<file path="src/rtl/apb_regsw.sv">
module apb_regsw #(
  parameter int DW = 32,
  parameter int AW = 32,
  parameter int DEC_W = 8,
  parameter logic [DEC_W-1:0] OFS_A = 8'h00,
  parameter logic [DEC_W-1:0] OFS_B = 8'h04
) (
  input  logic          clk,
  input  logic          rst_n,
  input  logic          psel,
  input  logic          penable,
  input  logic          pwrite,
  input  logic [AW-1:0] paddr,
  input  logic [DW-1:0] pwdata,
  output logic [DW-1:0] prdata,
  output logic          pready,
  output logic          pslverr,
  input  logic          sw_a,
  input  logic          sw_b,
  output logic          lamp
);
  logic [DW-1:0] word_a, word_b;
  logic [DEC_W-1:0] ofs;
  logic hit_a, hit_b, wr_go;

  assign ofs   = paddr[DEC_W-1:0];
  assign hit_a = (ofs == OFS_A);
  assign hit_b = (ofs == OFS_B);
  assign wr_go = psel && penable && pwrite;

  always_ff @(posedge clk or negedge rst_n)
    if (!rst_n) begin
      word_a <= '0;
      word_b <= '0;
    end else if (wr_go) begin
      if (hit_a) word_a <= pwdata;
      if (hit_b) word_b <= pwdata;
    end

  always_comb begin
    prdata = '0;
    if (psel && !pwrite) begin
      if (hit_a) prdata[0] = sw_a;
      else if (hit_b) prdata[0] = sw_b;
    end
  end

  assign pready  = 1'b1;
  assign pslverr = 1'b0;
  assign lamp    = word_a[0];

  AST_LAMP_RESET: assert property (@(posedge clk) !rst_n |=> (lamp == 1'b0 || rst_n));
  AST_LAMP_HOLD: assert property (@(posedge clk) disable iff (!rst_n)
    !(wr_go && hit_a) |=> $stable(lamp));
  AST_LAMP_LOAD: assert property (@(posedge clk) disable iff (!rst_n)
    (wr_go && hit_a) |=> lamp == $past(pwdata[0]));
  AST_B_LOAD: assert property (@(posedge clk) disable iff (!rst_n)
    (wr_go && hit_b) |=> word_b == $past(pwdata));
  AST_RD_UPPER: assert property (@(posedge clk) disable iff (!rst_n)
    prdata[DW-1:1] == '0);
  AST_RD_IDLE: assert property (@(posedge clk) disable iff (!rst_n)
    !psel |-> prdata == '0);
  AST_NO_STALL: assert property (@(posedge clk) disable iff (!rst_n)
    pready && !pslverr);
endmodule

</file>
<file path="config.mk">
export PLATFORM = sky130hd
export DESIGN_NAME = apb_regsw
export DESIGN_NICKNAME = d
export VERILOG_FILES = /design/src/rtl/apb_regsw.sv
export SDC_FILE = /design/constraint.sdc
export NUM_CORES = 1
export LEC_CHECK = 0
export ABC_AREA = 1
export BUFFER_PORTS_ARGS = -buffer_cell sky130_fd_sc_hd__buf_2
export CORE_MARGIN = 3
export CORE_UTILIZATION = 21
export DETAILED_ROUTE_END_ITERATION = 7
export PLACE_DENSITY = 0.93
export SYNTH_ARGS = -nofsm -noshare
export SYNTH_HDL_FRONTEND = slang
export SYNTH_SLANG_ARGS = --single-unit
</file>
<file path="constraint.sdc">
create_clock -name clk -period 1.2 [get_ports clk]
set_input_delay 0.12 -clock clk [delete_from_list [all_inputs] [get_ports clk]]
set_output_delay 0.12 -clock clk [all_outputs]
set_load 0.005 [all_outputs]
</file>
==> results_dict.tcl, run 1 <==
set metrics [dict create \
    cp-start-kind "input port" \
    fp-row-count 14 \
    synth_seq_area_share 0.0667 \
    core_um2 1590 \
    synth_simple_gate_area_share 0.200 \
    ir_worst_vdd_v 0.0000683 \
    cpPeakStageDelay_ns 0.15 \
    grt_usage 0.0291 \
    wl_per_cell_um 6.36 \
    worstPathMaxFanout 3 \
    power_density_nw_per_um2 272 \
    cap_violations 0 \
    synth_area_leaders "buf_4, nand2_1, dfrtp_1, nor2_1, inv_1" \
    place_hpwl_um 613 \
    setup-violations-final 0 \
    setup-tns-final_ns 0 \
    yosys.area.top_type "buf_4" \
    leakagePower_nw 0.246 \
    max_freq_mhz 1040 \
    slew_viol_final 0 \
    yosysMostFrequentCell "buf_4" \
    synthArstFlopShare 1.00 \
    hold_buffers 1 \
    ys_types 9 \
    placed_cells 98 \
    period_needed_ns 0.957 \
    clk_pin_slew_ns 0 \
    path_delay_family "simple AND/OR/NAND/NOR gates" \
    cts-resized-gates 0 \
    cp_num_buf_inv 2 \
    synthDominantCellAreaShare 0.660 \
    ios 106 \
    die_w_um 48.3 \
    yosys.area_share.adder 0 \
    hold_path.class "in -> reg" \
    end_kind "output port" \
    grt_max_degree 4 \
    crit_slowest_cell "nor2_2" \
    synth_top_family_by_area "buffers and inverters" \
    first_global_vias 147 \
    min_period_over_period 0.798 \
    io_buffer_count 17 \
    synth-xor-area-share 0 \
    synthCells 59 \
    final_antenna_net_count 0 \
    routed_via_density 2.78 \
    ys_ff_latch 1 \
    route.detailed.drc 0 \
    totalWireLength_um 630 \
    avgSynthCellArea_um2 6.36 \
    clock_latency_ns 0 \
    cts_setup_buffers 0 \
    synth_compound_area_frac 0.0233 \
    clock_skew_ns 0 \
    vias 275 \
    synth-edff-count 0 \
    antenna_found_initial 0 \
    synth_area_um2 375 \
    initial_core_util 0.235 \
    yosys_most_used_dff "dfrtp_1" \
    largest_register_ff_count 1 \
    cp_cell_sequence "buf_2 -> nor2_1 -> nand2_1 -> nor2_2 -> nand2_1 -> a21oi_2 -> buf_2" \
    rsz0062_at_grt "no" \
    outcome "complete, no violations" \
    grt_pass1_wl_um 517 \
    synth_common_cells "buf_4, nand2_1, nor2_1" \
    insertedDiodeCount 0 \
    place_congestion 0.522 \
    final_cells 99 \
    drive_gt1_frac 0.253 \
    ys_warn_count 0 \
    muxShareOfSynthArea 0 \
    crit_arrival_ns 0.84 \
    drt_first_pass_iters 1 \
    largest_register "word_a" \
    die_area_um2 2330 \
    chipHeight_um 48.3 \
    gr-total-overflow 0 \
    hold_viol_final 0 \
    area_growth_pct -1.67 \
    drt-initial-drc-count 0 \
    required_ns 1.08 \
    reg_top3 "word_a: 1 flops" \
    nets 148 \
    path_class "in -> out" \
]
cell usage in the layout, fill, tap and decap left out:
master	Yosys	routed
dfrtp_1	1	1
nor2_1	6	6
buf_2	0	17
conb_1	2	33
nor2_2	1	1
nand3_1	1	1
a21oi_2	1	1
inv_1	3	3
nand2_1	11	11
dlygate4sd3_1	0	1
per-layer routing:
| metal | vias up | global-route usage | share of wire |
|---|---|---|---|
| met2 | 27 | 0.0781 | 0.55 |
| li1 | 140 | - | - |
| met4 | 0 | 0 | 0 |
| met5 | - | 0 | 0 |
| met3 | 0 | 0.00369 | 0.22 |
| met1 | 108 | 0.0175 | 0.23 |
tightest hold or removal path: stages:
cell	delay (ns)
buf_2	0.07
nand3_1	0.06
nand2_1	0.07
kinds of logic after synthesis:
group,Yosys count
compound gates,1
flops,1
other cells,2
simple gates,19
buf+inv,36
final cells by class:
| class | count | area (um2) |
|---|---|---|
| Fill cell | 192 | 1220 |
| Inverter | 3 | 11.3 |
| Multi-Input combinational cell | 53 | 208 |
| Sequential cell | 1 | 25.0 |
| Tap cell | 24 | 30.0 |
| Timing Repair Buffer | 18 | 95.1 |
path summary, 6_finish.rpt:
path / start / to / slack (ns) / cells past startpoint
setup / recovery: paddr[7] / prdata[0] / 0.24 / 7
hold / removal: pwdata[0] / word_a[0] / 0.37 / 3
setup reg to reg: word_a[0] / word_a[0] / 0.60 / 2
hold reg to reg: word_a[0] / word_a[0] / 0.48 / 2
max in group asynchronous: rst_n / word_a[0] / 0.68 / 2
min in group asynchronous: rst_n / word_a[0] / 0.43 / 2
report_power, final:
part	switching, mW	total, mW	internal, mW
Combinational	0.0413	0.0652	0.0239
Clock	0	0	0
Sequential	0.000274	0.0351	0.0348
Total	0.0415	0.100	0.0588
stage by stage:
stage	setup WS (ns)	hold slack, ns	power, mW	area (um2)	util
after floorplan	0.486	-0.176	0.146	492	-
after global placement	0.240	-0.105	0.0937	359	0.225
after detailed placement	0.227	-0.0986	0.0949	359	0.225
after CTS	0.222	0.378	0.0976	369	0.232
after global routing	0.151	0.408	0.112	369	0.232
final	0.243	0.371	0.100	369	0.232
Power figures use the tool's default switching activity.
==> inputs of run 2 (changes only) <==
- CORE_UTILIZATION: 21 -> 17
- PLACE_DENSITY: 0.93 -> 0.82
- clock period: 1.2 -> 0.8 ns (I/O delays scaled with it)
==> results_dict.tcl, run 2 (synthesis gave the netlist of run 1 again) <==
set metrics [dict create \
    outcome "finished with violations" \
    violations "setup timing" \
    finalInstanceArea_um2 445 \
    fp-row-count 16 \
    route.detailed.drc 0 \
    cts_setup_buffers 0 \
    drt_first_pass_iters 1 \
    totalWireLength_um 668 \
    max_freq_mhz 1220 \
    placed_area_um2 370 \
    period_needed_ns 0.820 \
    final_antenna_net_count 0 \
    die_w_um 53.0 \
    worstPathMaxFanout 2 \
    placed_cells 102 \
    largest_register "word_a" \
    largest_register_ff_count 1 \
    grt_max_degree 3 \
    fill_cells 243 \
    grt_pass1_wl_um 745 \
    reg_top3 "word_a: 1 flops" \
    crit_slowest_cell "buf_4" \
    final_cells 103 \
    required_ns 0.68 \
    die_area_um2 2810 \
    drt-initial-drc-count 0 \
    hold_path.class "in -> reg" \
    final_util 0.220 \
    cp_cell_sequence "buf_6 -> nor2_4 -> nand2_2 -> nor2_2 -> buf_4 -> nand2_2 -> nand2_1 -> nand2_1" \
    final_cell_mix "conb_1, buf_2, nand2_1, buf_6" \
    place_hpwl_um 606 \
    initial_core_util 0.186 \
    clock_skew_ns 0 \
    routed_via_density 2.83 \
    ir_worst_vdd_v 0.000222 \
    setup_ws_ns -0.0204 \
    slew_viol_final 0 \
    crit_arrival_ns 0.70 \
    ios 106 \
    chipHeight_um 53.0 \
    cp-start-kind "input port" \
    io_buffer_count 17 \
    first_global_vias 207 \
    power.total_mw 0.183 \
    area_growth_pct 18.7 \
    power_density_nw_per_um2 411 \
    end_kind "flop" \
    clk_pin_slew_ns 0 \
    path_delay_family "simple AND/OR/NAND/NOR gates" \
    min_period_over_period 1.03 \
    leakagePower_nw 0.268 \
    gr-total-overflow 0 \
    vias 291 \
    antenna_found_initial 0 \
    grt_usage 0.0338 \
    wl_per_cell_um 6.49 \
    cp_num_buf_inv 2 \
    nets 149 \
    clock_latency_ns 0 \
    rsz0062_at_grt "yes" \
    cap_violations 0 \
    path_class "in -> reg" \
    hold_viol_final 0 \
    core_um2 2020 \
    setup-violations-final 2 \
    insertedDiodeCount 0 \
    final_common_cell "conb_1" \
    place_congestion 0.550 \
    drive_gt1_frac 0.329 \
    cpPeakStageDelay_ns 0.12 \
]
-- run 2: cell type report --
cell class / count / area, um2 / area share
Timing Repair Buffer: 19 / 140 / 0.315
Tap cell: 27 / 33.8 / 0.0758
Inverter: 3 / 11.3 / 0.0253
Sequential cell: 1 / 25.0 / 0.0562
Multi-Input combinational cell: 53 / 235 / 0.528
-- run 2: layer usage --
layer / wire [um] / vias up / global-route usage / part of all wire
met5: 0 / - / 0 / 0
li1: - / 142 / - / -
met1: 123 / 126 / 0.0284 / 0.18
met2: 439 / 23 / 0.0785 / 0.66
met3: 105 / 0 / 0.00845 / 0.16
met4: 0 / 0 / 0 / 0
-- run 2: final timing paths --
kind / startpoint / to / slack (ns) / cells after the start
setup / recovery: paddr[7] / word_a[0] / -0.02 / 8
hold / removal: pwdata[0] / word_a[0] / 0.33 / 3
setup reg to reg: word_a[0] / word_a[0] / 0.22 / 2
hold reg to reg: word_a[0] / word_a[0] / 0.46 / 2
max in group asynchronous: rst_n / word_a[0] / 0.31 / 2
min in group asynchronous: rst_n / word_a[0] / 0.40 / 2
-- run 2: worst register-to-register path, stage by stage (launching register included) --
cell and delay, ns:
dfrtp_1 0.35, nand2_1 0.06, nand2_1 0.05
-- run 2: report_power, final --
| group | total, mW | switching, mW | internal [mW] | leakage [nW] |
|---|---|---|---|---|
| registers | 0.0526 | 0.000305 | 0.0523 | 0.0139 |
| clock network | 0 | 0 | 0 | 0 |
| logic | 0.131 | 0.0712 | 0.0594 | 0.254 |
-- run 2: repair_timing --
action / 4_1_cts / 5_1_grt
hold buffers: 1 / 0
pin swaps: 7 / 4
cloned: 0 / 0
setup endpoints to repair: 2 / 2
endpoints found under the hold margin: 1 / 0
resized for setup: 7 / 7
-- run 2: stage by stage --
| step | hold WS (ns) | setup TNS, ns | worst slack, ns |
|---|---|---|---|
| after global routing | 0.367 | -0.187 | -0.0996 |
| after CTS | 0.336 | -0.0666 | -0.0337 |
| after detailed placement | -0.145 | -0.148 | -0.0749 |
| after floorplan | -0.216 | 0 | 0.166 |
| final | 0.332 | -0.0347 | -0.0204 |
| after global placement | -0.144 | -0.145 | -0.0733 |
